<file path="src/rtl/uft_pkg.sv">
package uft_pkg;
  localparam int FRAME_MAX = 12;
  localparam int JIT_W     = 2 * FRAME_MAX;
  localparam int DATA_MAX  = 8;
  localparam int SUB_NOM   = 16;
  localparam int POS_W     = $clog2(FRAME_MAX + 1);
  localparam int SUB_W     = $clog2(SUB_NOM + 2);
  localparam int CFG_W     = 6;

  typedef enum logic [1:0] {
    TRIM_KEEP   = 2'd0,
    TRIM_WIDEN  = 2'd1,
    TRIM_IDLE   = 2'd2,
    TRIM_NARROW = 2'd3
  } trim_code_e;

  // Number of sub-ticks a bit lasts for a given trim code
  function automatic logic [SUB_W-1:0] sub_count(input logic [1:0] code);
    case (trim_code_e'(code))
      TRIM_WIDEN:  sub_count = SUB_W'(SUB_NOM + 1);
      TRIM_NARROW: sub_count = SUB_W'(SUB_NOM - 1);
      default:     sub_count = SUB_W'(SUB_NOM);
    endcase
  endfunction
endpackage

</file>
<file path="src/rtl/uft_frame_fmt.sv">
module uft_frame_fmt
  import uft_pkg::*;
(
  input  logic [DATA_MAX-1:0]  data_i,
  input  logic [CFG_W-1:0]     cfg_i,
  output logic [FRAME_MAX-1:0] bits_o,
  output logic [POS_W-1:0]     len_o
);
  int                  nd;
  logic                par_en;
  logic                par_bit;
  logic [DATA_MAX-1:0] dmask;

  always_comb begin
    nd     = 5 + int'(cfg_i[1:0]);
    par_en = cfg_i[5];
    dmask  = '0;
    for (int i = 0; i < DATA_MAX; i++) begin
      if (i < nd) dmask[i] = data_i[i];
    end
    case (cfg_i[4:3])
      2'd0:    par_bit = ~^dmask;
      2'd1:    par_bit = ^dmask;
      2'd2:    par_bit = 1'b1;
      default: par_bit = 1'b0;
    endcase
    bits_o    = '1;
    bits_o[0] = 1'b0;
    for (int i = 0; i <= DATA_MAX; i++) begin
      if (i < nd) bits_o[1 + i] = data_i[i];
      else if (par_en && i == nd) bits_o[1 + i] = par_bit;
    end
    len_o = POS_W'(2 + nd + int'(par_en) + int'(cfg_i[2]));
  end
endmodule

</file>
<file path="src/rtl/uft_prescale.sv">
module uft_prescale #(
  parameter int DIV_W = 12
) (
  input  logic             clk,
  input  logic             rst,
  input  logic             clear_i,
  input  logic [DIV_W-1:0] div_i,
  output logic             tick_o
);
  logic [DIV_W-1:0] cnt_q;

  assign tick_o = (cnt_q == div_i);

  always_ff @(posedge clk) begin
    if (rst || clear_i) cnt_q <= '0;
    else if (tick_o)    cnt_q <= '0;
    else                cnt_q <= cnt_q + 1'b1;
  end
endmodule

</file>
<file path="src/rtl/uart_fine_tx.sv">
module uart_fine_tx
  import uft_pkg::*;
#(
  parameter int DIV_W = 12
) (
  input  logic                 clk,
  input  logic                 rst,
  input  logic [DIV_W-1:0]     div_i,
  input  logic [CFG_W-1:0]     line_cfg_i,
  input  logic [JIT_W-1:0]     jitter_i,
  input  logic [DATA_MAX-1:0]  tx_data_i,
  input  logic                 tx_valid_i,
  output logic                 tx_ready_o,
  output logic                 txd_o,
  output logic                 busy_o
);
  logic [FRAME_MAX-1:0] fmt_bits;
  logic [POS_W-1:0]     fmt_len;
  logic [FRAME_MAX-1:0] rest_q;
  logic [JIT_W-1:0]     trim_q;
  logic [DIV_W-1:0]     div_q;
  logic [POS_W-1:0]     left_q;
  logic [SUB_W-1:0]     sub_q;
  logic                 busy_q, ready_q, txd_q;
  logic                 pre_tick, accept, bit_end;

  uft_frame_fmt u_fmt (
    .data_i (tx_data_i),
    .cfg_i  (line_cfg_i),
    .bits_o (fmt_bits),
    .len_o  (fmt_len)
  );

  uft_prescale #(.DIV_W(DIV_W)) u_pre (
    .clk     (clk),
    .rst     (rst),
    .clear_i (accept),
    .div_i   (div_q),
    .tick_o  (pre_tick)
  );

  assign accept  = tx_valid_i & ready_q;
  assign bit_end = busy_q & pre_tick & (sub_q == sub_count(trim_q[1:0]) - 1'b1);

  always_ff @(posedge clk) begin
    if (rst) begin
      busy_q  <= 1'b0;
      ready_q <= 1'b1;
      txd_q   <= 1'b1;
      rest_q  <= '1;
      trim_q  <= '0;
      div_q   <= '0;
      left_q  <= '0;
      sub_q   <= '0;
    end else if (accept) begin
      busy_q  <= 1'b1;
      ready_q <= 1'b0;
      txd_q   <= fmt_bits[0];
      rest_q  <= {1'b1, fmt_bits[FRAME_MAX-1:1]};
      trim_q  <= jitter_i;
      div_q   <= div_i;
      left_q  <= fmt_len;
      sub_q   <= '0;
    end else if (bit_end) begin
      sub_q <= '0;
      if (left_q == POS_W'(1)) begin
        busy_q  <= 1'b0;
        ready_q <= 1'b1;
        txd_q   <= 1'b1;
      end else begin
        txd_q  <= rest_q[0];
        rest_q <= {1'b1, rest_q[FRAME_MAX-1:1]};
        trim_q <= {2'b00, trim_q[JIT_W-1:2]};
        left_q <= left_q - 1'b1;
      end
    end else if (busy_q && pre_tick) begin
      sub_q <= sub_q + 1'b1;
    end
  end

  assign tx_ready_o = ready_q;
  assign txd_o      = txd_q;
  assign busy_o     = busy_q;
endmodule

</file>
<file path="config.mk">
export PLATFORM = sky130hd
export DESIGN_NAME = uart_fine_tx
export DESIGN_NICKNAME = d
export VERILOG_FILES = /design/src/rtl/uft_pkg.sv /design/src/rtl/uft_frame_fmt.sv /design/src/rtl/uft_prescale.sv /design/src/rtl/uart_fine_tx.sv
export SDC_FILE = /design/constraint.sdc
export NUM_CORES = 1
export LEC_CHECK = 0
export BUFFER_PORTS_ARGS = -buffer_cell sky130_fd_sc_hd__buf_2
export CORE_ASPECT_RATIO = 0.75
export CORE_MARGIN = 2
export CORE_UTILIZATION = 31
export DETAILED_ROUTE_END_ITERATION = 10
export HOLD_SLACK_MARGIN = 0.08
export MAX_ROUTING_LAYER = met4
export PLACE_DENSITY_LB_ADDON = 0.08
export SYNTH_ARGS = -nofsm -noshare
export SYNTH_HDL_FRONTEND = slang
export SYNTH_SLANG_ARGS = --single-unit
export TNS_END_PERCENT = 1
</file>
<file path="constraint.sdc">
create_clock -name clk -period 2.15 [get_ports clk]
set_input_delay 0.215 -clock clk [delete_from_list [all_inputs] [get_ports clk]]
set_output_delay 0.215 -clock clk [all_outputs]
set_load 0.01 [all_outputs]
</file>
; Word-level counts from Yosys, hierarchy flattened
; Cells that the tools add are included.
[word_totals]
regBits = 69
input_bits = 53
out_inout_bits = 3
word_cells = 112
[op_classes]
add_sub_neg = 8
magnitude_cmp = 9
eq_ne = 16
n_mux = 46
n_bitwise = 3
reduce_logical = 21
[op_table]
columns = operator, n
row1 = $eq A4 B32 Y1 const A, 4
row2 = $lt A4 B32 Y1 const A, 4
row3 = $mux W24, 3
row4 = $eq A3 B32 Y1 const A, 2
row5 = $lt A3 B32 Y1 const A, 2
row6 = $mux W1, 35
row7 = $eq A2 B32 Y1 const A, 1
row8 = $eq A5 B32 Y1 const A, 1
row9 = $logic_not A32 Y1, 1
row10 = $lt A1 B32 Y1 const A, 1
row11 = $lt A2 B32 Y1 const A, 1
row12 = $lt A5 B32 Y1 const A, 1
row13 = $mux W9, 3
row14 = $add A12 B1 Y12 const B, 1
row15 = $eq A12 B12 Y1, 1
row16 = $mux W4, 3
row17 = $logic_and A1 B1 Y1, 10
row18 = $pmux W5 S2, 1
row19 = $add A4 B2 Y4, 2
row20 = $reduce_xnor A8 Y1, 1
row21 = $reduce_xor A8 Y1, 1
row22 = $add A5 B1 Y5 const B, 1
row23 = $eq A5 B5 Y1, 1
row24 = $sub A5 B1 Y5 const B, 1
row25 = other kinds (15), 21

; Logic depth before layout (Yosys ltp)
; Gate-level depths: netlist (run 1).
[depth]
ltp_word = 8
mapped_depth = 9
mapped_depth_nobuf = 8

; By module
; From an unflattened synthesis (run 1), not the netlist that was laid out.
[hier_totals]
hier_cells = 435
hier_area_um2 = 3547.2
[modules_own_cells]
columns = mod, instances, cells_each, area_per_inst_um2
row1 = uart_fine_tx, 1, 318, 2551.2
row2 = uft_prescale, 1, 69, 628.1
row3 = uft_frame_fmt, 1, 48, 367.9

; Least setup slack after synthesis (run 1)
; OpenSTA, ideal clock, no wires.
[synth_timing]
path_kind = flip-flop to flip-flop
start = register sub_q[2]
end = register trim_q[22]
setup_time_ns = 0.132
arrival_time_ns = 1.830
path_slack_ns = 0.188
path_stages_with_launch = 9
n_path_buf = 2
period_less_slack_ns = 1.962
path_cell_list = dfxtp_1 -> or4b_1 -> o21ai_2 -> nand3_2 -> or2_1 -> buf_2 -> buf_6 -> nand3_1 -> a21oi_1
[synth_via]
elab_chain_len = 4
[synth_lines]
columns = element, line_no
row1 = from (decl), uart_fine_tx.sv:23  ; logic [SUB_W-1:0] sub_q;
row2 = from (signal assigned), uart_fine_tx.sv:77  ; sub_q <= sub_q + 1'b1;
row3 = $eq A5 B5 Y1, uart_fine_tx.sv:43  ; assign bit_end = busy_q & pre_tick & (sub_q == sub_count(trim_q[1:0]) - 1'b1);
row4 = $and A1 B1 Y1, uart_fine_tx.sv:43
row5 = $reduce_bool A2 Y1 (no line), -
row6 = $reduce_and A2 Y1 (no line), -
row7 = to (signal assigned), uart_fine_tx.sv:60  ; trim_q <= jitter_i;
row8 = to (signal assigned), uart_fine_tx.sv:73  ; trim_q <= {2'b00, trim_q[JIT_W-1:2]};
row9 = to (decl), uart_fine_tx.sv:20  ; logic [JIT_W-1:0] trim_q;
; No other way between the ends.
; A chain may end at the register's enable or synchronous reset.

; Final worst setup path (run 1)
[layout_timing]
start = register sub_q[2]
end = register left_q[3]
[layout_via]
elab_chain_len = 4
[layout_lines]
columns = element, line_no
row1 = $eq A5 B5 Y1, uart_fine_tx.sv:43
row2 = $and A1 B1 Y1, uart_fine_tx.sv:43
row3 = $reduce_bool A2 Y1 (no line), -
row4 = $reduce_and A2 Y1 (no line), -
row5 = to (signal assigned), uart_fine_tx.sv:62  ; left_q <= fmt_len;
row6 = to (signal assigned), uart_fine_tx.sv:74  ; left_q <= left_q - 1'b1;
row7 = to (decl), uart_fine_tx.sv:22  ; logic [POS_W-1:0] left_q;
; No other way between the ends.

==> results.sh, run 1 <==
export IMPL_avgSynthCellArea_um2=7.99
export IMPL_grt_ovfl_total=0
export IMPL_portBuffers=55
export IMPL_max_slew_margin_rel_pct=71.3
export IMPL_crit_fanout=12
export IMPL_worstMarginPinSlew_ps=430
export IMPL_max_stage_delay_ps=540
export IMPL_synth_seq_cells=69
export IMPL_hold_path_class="input pin to register"
export IMPL_place_gp_congestion=0.793
export IMPL_postSynthCellCount=431
export IMPL_swShare_pct=24.4
export IMPL_drv_slew=0
export IMPL_power_density_mw_per_mm2=772
export IMPL_status="finished, final reports clean"
export IMPL_crit_path_top_delay_cell="or4b_1"
export IMPL_combPwrFrac_pct=12.9
export IMPL_grt_total_usage_pct=16.6
export IMPL_die_w_um=126
export IMPL_cts_max_path_buffers=2
export IMPL_viasPerCell=4.84
export IMPL_cp_data_required_time_ps=2400
export IMPL_row_count=33
export IMPL_setup_worst_path_end_class="register"
export IMPL_seqPwrFrac_pct=42.5
export IMPL_synthToLayoutAreaGrowth_pct=24.2
export IMPL_grt_pass1_wl_mm=15.1
export IMPL_clkPwrFrac_pct=44.6
export IMPL_wire_per_inst_um=14.3
export IMPL_dieArea_mm2=0.0120
export IMPL_synth_seq_area_share_pct=40.1
export IMPL_htree_levels=3
export IMPL_cap_violations=0
export IMPL_cp_top_family="simple AND/OR/NAND/NOR gates"
export IMPL_drive_gt1_share_pct=21.4
export IMPL_clock_sinks=69
export IMPL_rsz0062_at_grt="yes"
export IMPL_synth_warnings=0
export IMPL_most_common_layout_cells="84 x nand2_1, 69 x dfxtp_1, 55 x buf_2, 34 x o21ai_0, 30 x nor2_1"
export IMPL_clkTransAtPathRegs_ps=50
export IMPL_insertion_delay_ps=330
export IMPL_vias=3095
export IMPL_fmaxAchievable_mhz=491
export IMPL_p_switching_mw=0.805
export IMPL_core_mm2=0.0109
export IMPL_grt_max_degree=31
export IMPL_post_dp_hpwl_mm=6.71
export IMPL_initial_core_util_pct=31.7
export IMPL_cts_tree="yes"
export IMPL_worstSetupPathType="register to register"
export IMPL_cp_arrival_ps=2290
export IMPL_crit_chain="or4b_1 > o21ai_2 > nand3_2 > buf_4 > nor2_2 > buf_4 > nand3_1 > a31oi_1"
export IMPL_critPathLaunchType="register"
export IMPL_layout_commonest_cell="nand2_1"
export IMPL_clock_skew_ps=5.23
export IMPL_postRouteAntennaNets=0
export IMPL_finalPower_mw=3.30
export IMPL_p_leak_nw=1.65
export IMPL_io_pins=56
export IMPL_final_period_utilization_pct=94.7
export IMPL_p_int_mw=2.50
export IMPL_antenna_found_initial=0
export IMPL_grt_pass1_vias=2898
export IMPL_syn_nets=496
export IMPL_vdd_drop_max_mv=0.304
export IMPL_fin_crit_ps=2040
export IMPL_path_common_cell="buf_4"
export IMPL_crit_buf_inv=2
export IMPL_design_area_mm2=0.00428
export IMPL_dr_first_iter_drc_count=164
export IMPL_place_area_mm2=0.00396
export IMPL_cts_root_buf="clkbuf_16"
export IMPL_fin_setup_tns_ps=0
export IMPL_die_height_um=95.3
export IMPL_final_hold_viol_count=0
export IMPL_cts_buffers=9
export IMPL_fin_nets=560
export IMPL_diodes=0
export IMPL_finalSetupViolCount=0
export IMPL_synth_area_mm2=0.00344
export IMPL_drc_errors=0
export IMPL_synth_cell_types=45
export IMPL_drt_first_pass_iters=4
export IMPL_drt_wl_total_mm=9.12
through the flow:
step	utilization (%)	setup WS (ps)	instances	hold WS (ps)
global placement	36.5	-212	624	456
CTS	39.2	79.4	639	107
global route	39.4	-45.0	639	116
finish	39.4	115	639	128
floorplan	-	188	431	351
detailed placement	36.5	-192	624	460
power by group through the flow:
stage	combinational, mW	sequential [mW]	clock [mW]
floorplan	0.266	1.42	0
global placement	0.417	1.43	0
detailed placement	0.417	1.43	0
CTS	0.419	1.40	1.52
global route	0.479	1.41	1.57
finish	0.425	1.40	1.47
path summary, 6_finish.rpt:
check                                             from  slack, ps                endpoint  depth (start not counted)
worst max-delay path             sub_q[2]$_SDFFE_PP0P_        110  left_q[3]$_SDFFE_PP0P_                          8
worst min-delay path                          div_i[5]        130   div_q[5]$_SDFFE_PP0P_                          3
worst max register to register   sub_q[2]$_SDFFE_PP0P_        110  left_q[3]$_SDFFE_PP0P_                          8
worst min register to register  trim_q[9]$_SDFFE_PP0P_        470  trim_q[9]$_SDFFE_PP0P_                          2
final cells by class:
cell class / count / area (µm²)
Fill cell: 1175 / 6580
Multi-Input combinational cell: 322 / 1910
Sequential cell: 69 / 1380
Timing Repair Buffer: 82 / 478
Clock buffer: 14 / 264
Tap cell: 140 / 175
Inverter: 11 / 41.3
Clock inverter: 1 / 30.0
sequential cells by signal, indices dropped and copies added (netlist names):
signal	cells
busy_o	1
div_q	12
rest_q	9
trim_q	24
left_q	4
u_pre.cnt_q	12
txd_o	1
sub_q	5
tx_ready_o	1
worst reg2reg max path, cell delays in order, from the launching register on:
cell     delay [ps]
dfxtp_1         300
or4b_1          540
o21ai_2         210
nand3_2          90
buf_4           170
nor2_2          160
buf_4           220
nand3_1         100
a31oi_1         170
kinds of logic after synthesis:
| group | count (synthesis) | share of synthesized area (%) |
|---|---|---|
| xor gates and xnor gates | 35 | 8.91 |
| muxes | 6 | 1.78 |
| AOI/OAI and AO/OA | 93 | 15.6 |
| buffers and inverters | 40 | 5.09 |
| DFF | 69 | 40.1 |
| adders and majority gates | 12 | 4.58 |
| and+or+nand+nor | 176 | 23.9 |
synth_stat cells (all sizes together):
master	instances	area (µm²)
a21oi	19	95.1
xor2	11	96.3
and4	3	26.3
mux2	1	11.3
a31oi	29	181
nor2	31	119
o31ai	1	7.51
fa	1	20.0
or4	1	7.51
a31o	1	8.76
dfxtp	69	1380
ha	11	138
nand4	20	125
mux2i	5	50.1
or2	6	37.5
and3	1	6.26
nand3	10	55.1
a311oi	1	8.76
o221ai	2	17.5
nor3	2	10.0
nor4	3	18.8
o311ai	1	8.76
o22ai	1	6.26
and2	2	12.5
or3	1	6.26
nand3b	2	15.0
o21ai	35	179
buf	6	47.5
nand2b	4	25.0
o211ai	1	7.51
nand4b	1	8.76
xnor2	24	210
nor3b	1	7.51
inv	11	41.3
nand2	85	319
or4b	1	10.0
nor2b	2	12.5
a41oi	2	17.5
clkbuf	23	86.3
routing by layer:
| metal | track usage [%] | wire length (µm) |
|---|---|---|
| met1 | 25.8 | 5500 |
| met2 | 19.9 | 3320 |
| met3 | 3.87 | 252 |
| met4 | 5.83 | 44 |
| met5 | - | 0 |
timing repair:
action	CTS	global route
setup buffers	0	0
hold buffers	0	0
gates resized for setup	0	3
setup endpoints to repair	0	9
Power figures use the tool's default switching activity.
==> inputs of run 2 (changes only) <==
Settings changed: CORE_UTILIZATION 31 to 40, SETUP_SLACK_MARGIN set to 0.3, SKIP_LAST_GASP set to 1.
==> run 2 against run 1 <==
Maximum frequency grew 4.5%. Final cell count shrank 5.3%. Sequential power is essentially flat. Setup slack gained 87 ps. Register-to-register slack gained 90 ps. Power shrank 3.2%. Count of clock-buffer cells in the layout grew 1. Via count grew 1.8%. Clock skew shrank 1.7 ps.
==> results.sh, run 2 (synthesis gave the netlist of run 1 again) <==
export IMPL_final_hold_viol_count=0
export IMPL_power_density_mw_per_mm2=744
export IMPL_io_pins=56
export IMPL_r2r_end="left_q[2]$_SDFFE_PP0P_"
export IMPL_cp_data_required_time_ps=2400
export IMPL_reg_top3="trim_q x24, div_q x12, u_pre.cnt_q x12"
export IMPL_finalSetupViolCount=0
export IMPL_portBuffers=55
export IMPL_hold_depth=3
export IMPL_post_place_ws_ps=-101
export IMPL_combPwrFrac_pct=13.2
export IMPL_fin_crit_ps=1950
export IMPL_row_count=29
export IMPL_insertion_delay_ps=330
export IMPL_place_area_mm2=0.00394
export IMPL_final_period_utilization_pct=90.6
export IMPL_diodes=0
export IMPL_seqPwrFrac_pct=44.1
export IMPL_die_w_um=111
export IMPL_rsz0062_at_grt="yes"
export IMPL_drt_first_pass_iters=4
export IMPL_hp_start="div_i[8]"
export IMPL_dp_cells=589
export IMPL_fin_hold_ws_ps=112
export IMPL_critPathLaunchType="register"
export IMPL_finalNonFillerCells=605
export IMPL_max_slew_margin_rel_pct=73.0
export IMPL_hold_path_class="input pin to register"
export IMPL_dr_first_iter_drc_count=152
export IMPL_largest_register="trim_q"
export IMPL_crit_reg2reg_launch="sub_q[2]$_SDFFE_PP0P_"
export IMPL_cap_violations=0
export IMPL_drv_slew=0
export IMPL_most_common_layout_cells="83 x nand2_1, 60 x dfxtp_1, 55 x buf_2, 30 x nor2_1, 29 x a31oi_1"
export IMPL_postCtsSetupBuffers=0
export IMPL_reg2reg_slack_ps=200
export IMPL_ctsHoldBuffers=0
export IMPL_clock_sinks=69
export IMPL_setup_worst_path_end_class="register"
export IMPL_drive_gt1_share_pct=24.9
export IMPL_vdd_drop_max_mv=0.483
export IMPL_status="finished, final reports clean"
export IMPL_die_height_um=84.3
export IMPL_fin_nets=557
export IMPL_grt_ovfl_total=0
export IMPL_dieArea_mm2=0.00937
export IMPL_cts_tree="yes"
export IMPL_post_dp_hpwl_mm=6.21
export IMPL_reg2regPathDepth=6
export IMPL_cts_max_path_buffers=2
export IMPL_fin_util_pct=51.0
export IMPL_worstSetupPathType="register to register"
export IMPL_clkTransAtPathRegs_ps=50
export IMPL_grt_pass1_wl_mm=14.8
export IMPL_wire_per_inst_um=14.5
export IMPL_core_mm2=0.00842
export IMPL_grt_total_usage_pct=20.4
export IMPL_clock_skew_ps=3.49
export IMPL_setup_ws_ps=202
export IMPL_cts_root_buf="clkbuf_16"
export IMPL_whs_endpoint="div_q[8]$_SDFFE_PP0P_"
export IMPL_drt_wl_total_mm=8.78
export IMPL_p_switching_mw=0.807
export IMPL_drc_errors=0
export IMPL_swShare_pct=25.3
export IMPL_grt_max_degree=37
export IMPL_p_int_mw=2.39
export IMPL_postRouteAntennaNets=0
export IMPL_layout_commonest_cell="nand2_1"
export IMPL_finalPower_mw=3.20
export IMPL_initial_core_util_pct=40.9
export IMPL_clkPwrFrac_pct=42.7
export IMPL_cp_arrival_ps=2200
export IMPL_largest_reg_flops=24
export IMPL_design_area_mm2=0.00429
export IMPL_htree_levels=3
export IMPL_vias=3152
export IMPL_crit_fanout=6
export IMPL_fin_setup_tns_ps=0
export IMPL_worstMarginPinSlew_ps=405
export IMPL_p_leak_nw=1.65
export IMPL_cts_buffers=9
export IMPL_viasPerCell=5.21
export IMPL_synthToLayoutAreaGrowth_pct=24.8
export IMPL_fmaxAchievable_mhz=513
export IMPL_grt_pass1_vias=2951
export IMPL_antenna_found_initial=0
export IMPL_place_gp_congestion=0.866
-- run 2: layer usage --
| metal | track usage [%] | wire (µm) | vias to the layer above |
|---|---|---|---|
| li1 | - | - | 1614 |
| met2 | 25.7 | 3310 | 82 |
| met4 | 6.40 | 89 | 0 |
| met3 | 4.77 | 459 | 9 |
| met5 | - | 0 | - |
| met1 | 31.3 | 4920 | 1447 |
-- run 2: power groups by stage --
stage	Clock (mW)	Sequential, mW	Combinational (mW)
floorplan	0	1.42	0.268
global placement	0	1.43	0.407
detailed placement	0	1.43	0.412
CTS	1.40	1.40	0.416
global route	1.47	1.42	0.479
finish	1.37	1.41	0.422
-- run 2: area by class of cell --
class / count / area [µm²]
timing repair buffer: 79 / 488
fill: 819 / 4120
multi-input combinational: 322 / 1960
tap: 108 / 135
clock buffer: 15 / 268
inverter: 11 / 41.3
clock inverter: 1 / 5.00
sequential: 69 / 1390
-- run 2: repair_timing --
item	CTS	global route
resized for setup	10	20
endpoints found under the hold margin	0	0
pin swaps	5	4
setup endpoints to repair	39	45
-- run 2: worst max-delay path by stage --
stage                             end             startpoint  slack, ps  cells after the start
3_5_place_dp   rest_q[5]$_SDFFE_PP1P_          line_cfg_i[1]       -100                      9
2_1_floorplan  trim_q[1]$_SDFFE_PP0P_  sub_q[3]$_SDFFE_PP0P_        220                      8
3_3_place_gp   rest_q[5]$_SDFFE_PP1P_          line_cfg_i[1]        -80                      9
6_report       left_q[2]$_SDFFE_PP0P_  sub_q[2]$_SDFFE_PP0P_        200                      6
4_1_cts        left_q[2]$_SDFFE_PP0P_  sub_q[2]$_SDFFE_PP0P_        180                      6
5_1_grt        left_q[0]$_SDFFE_PP0P_  sub_q[2]$_SDFFE_PP0P_        120                      7
-- run 2: worst max-delay path, stage by stage (launching register included) --
cell     delay (ps)
dfxtp_2         320
or4b_4          540
o21ai_4         160
nand3_2         120
or2_4           290
or3_1           310
a31oi_1         140
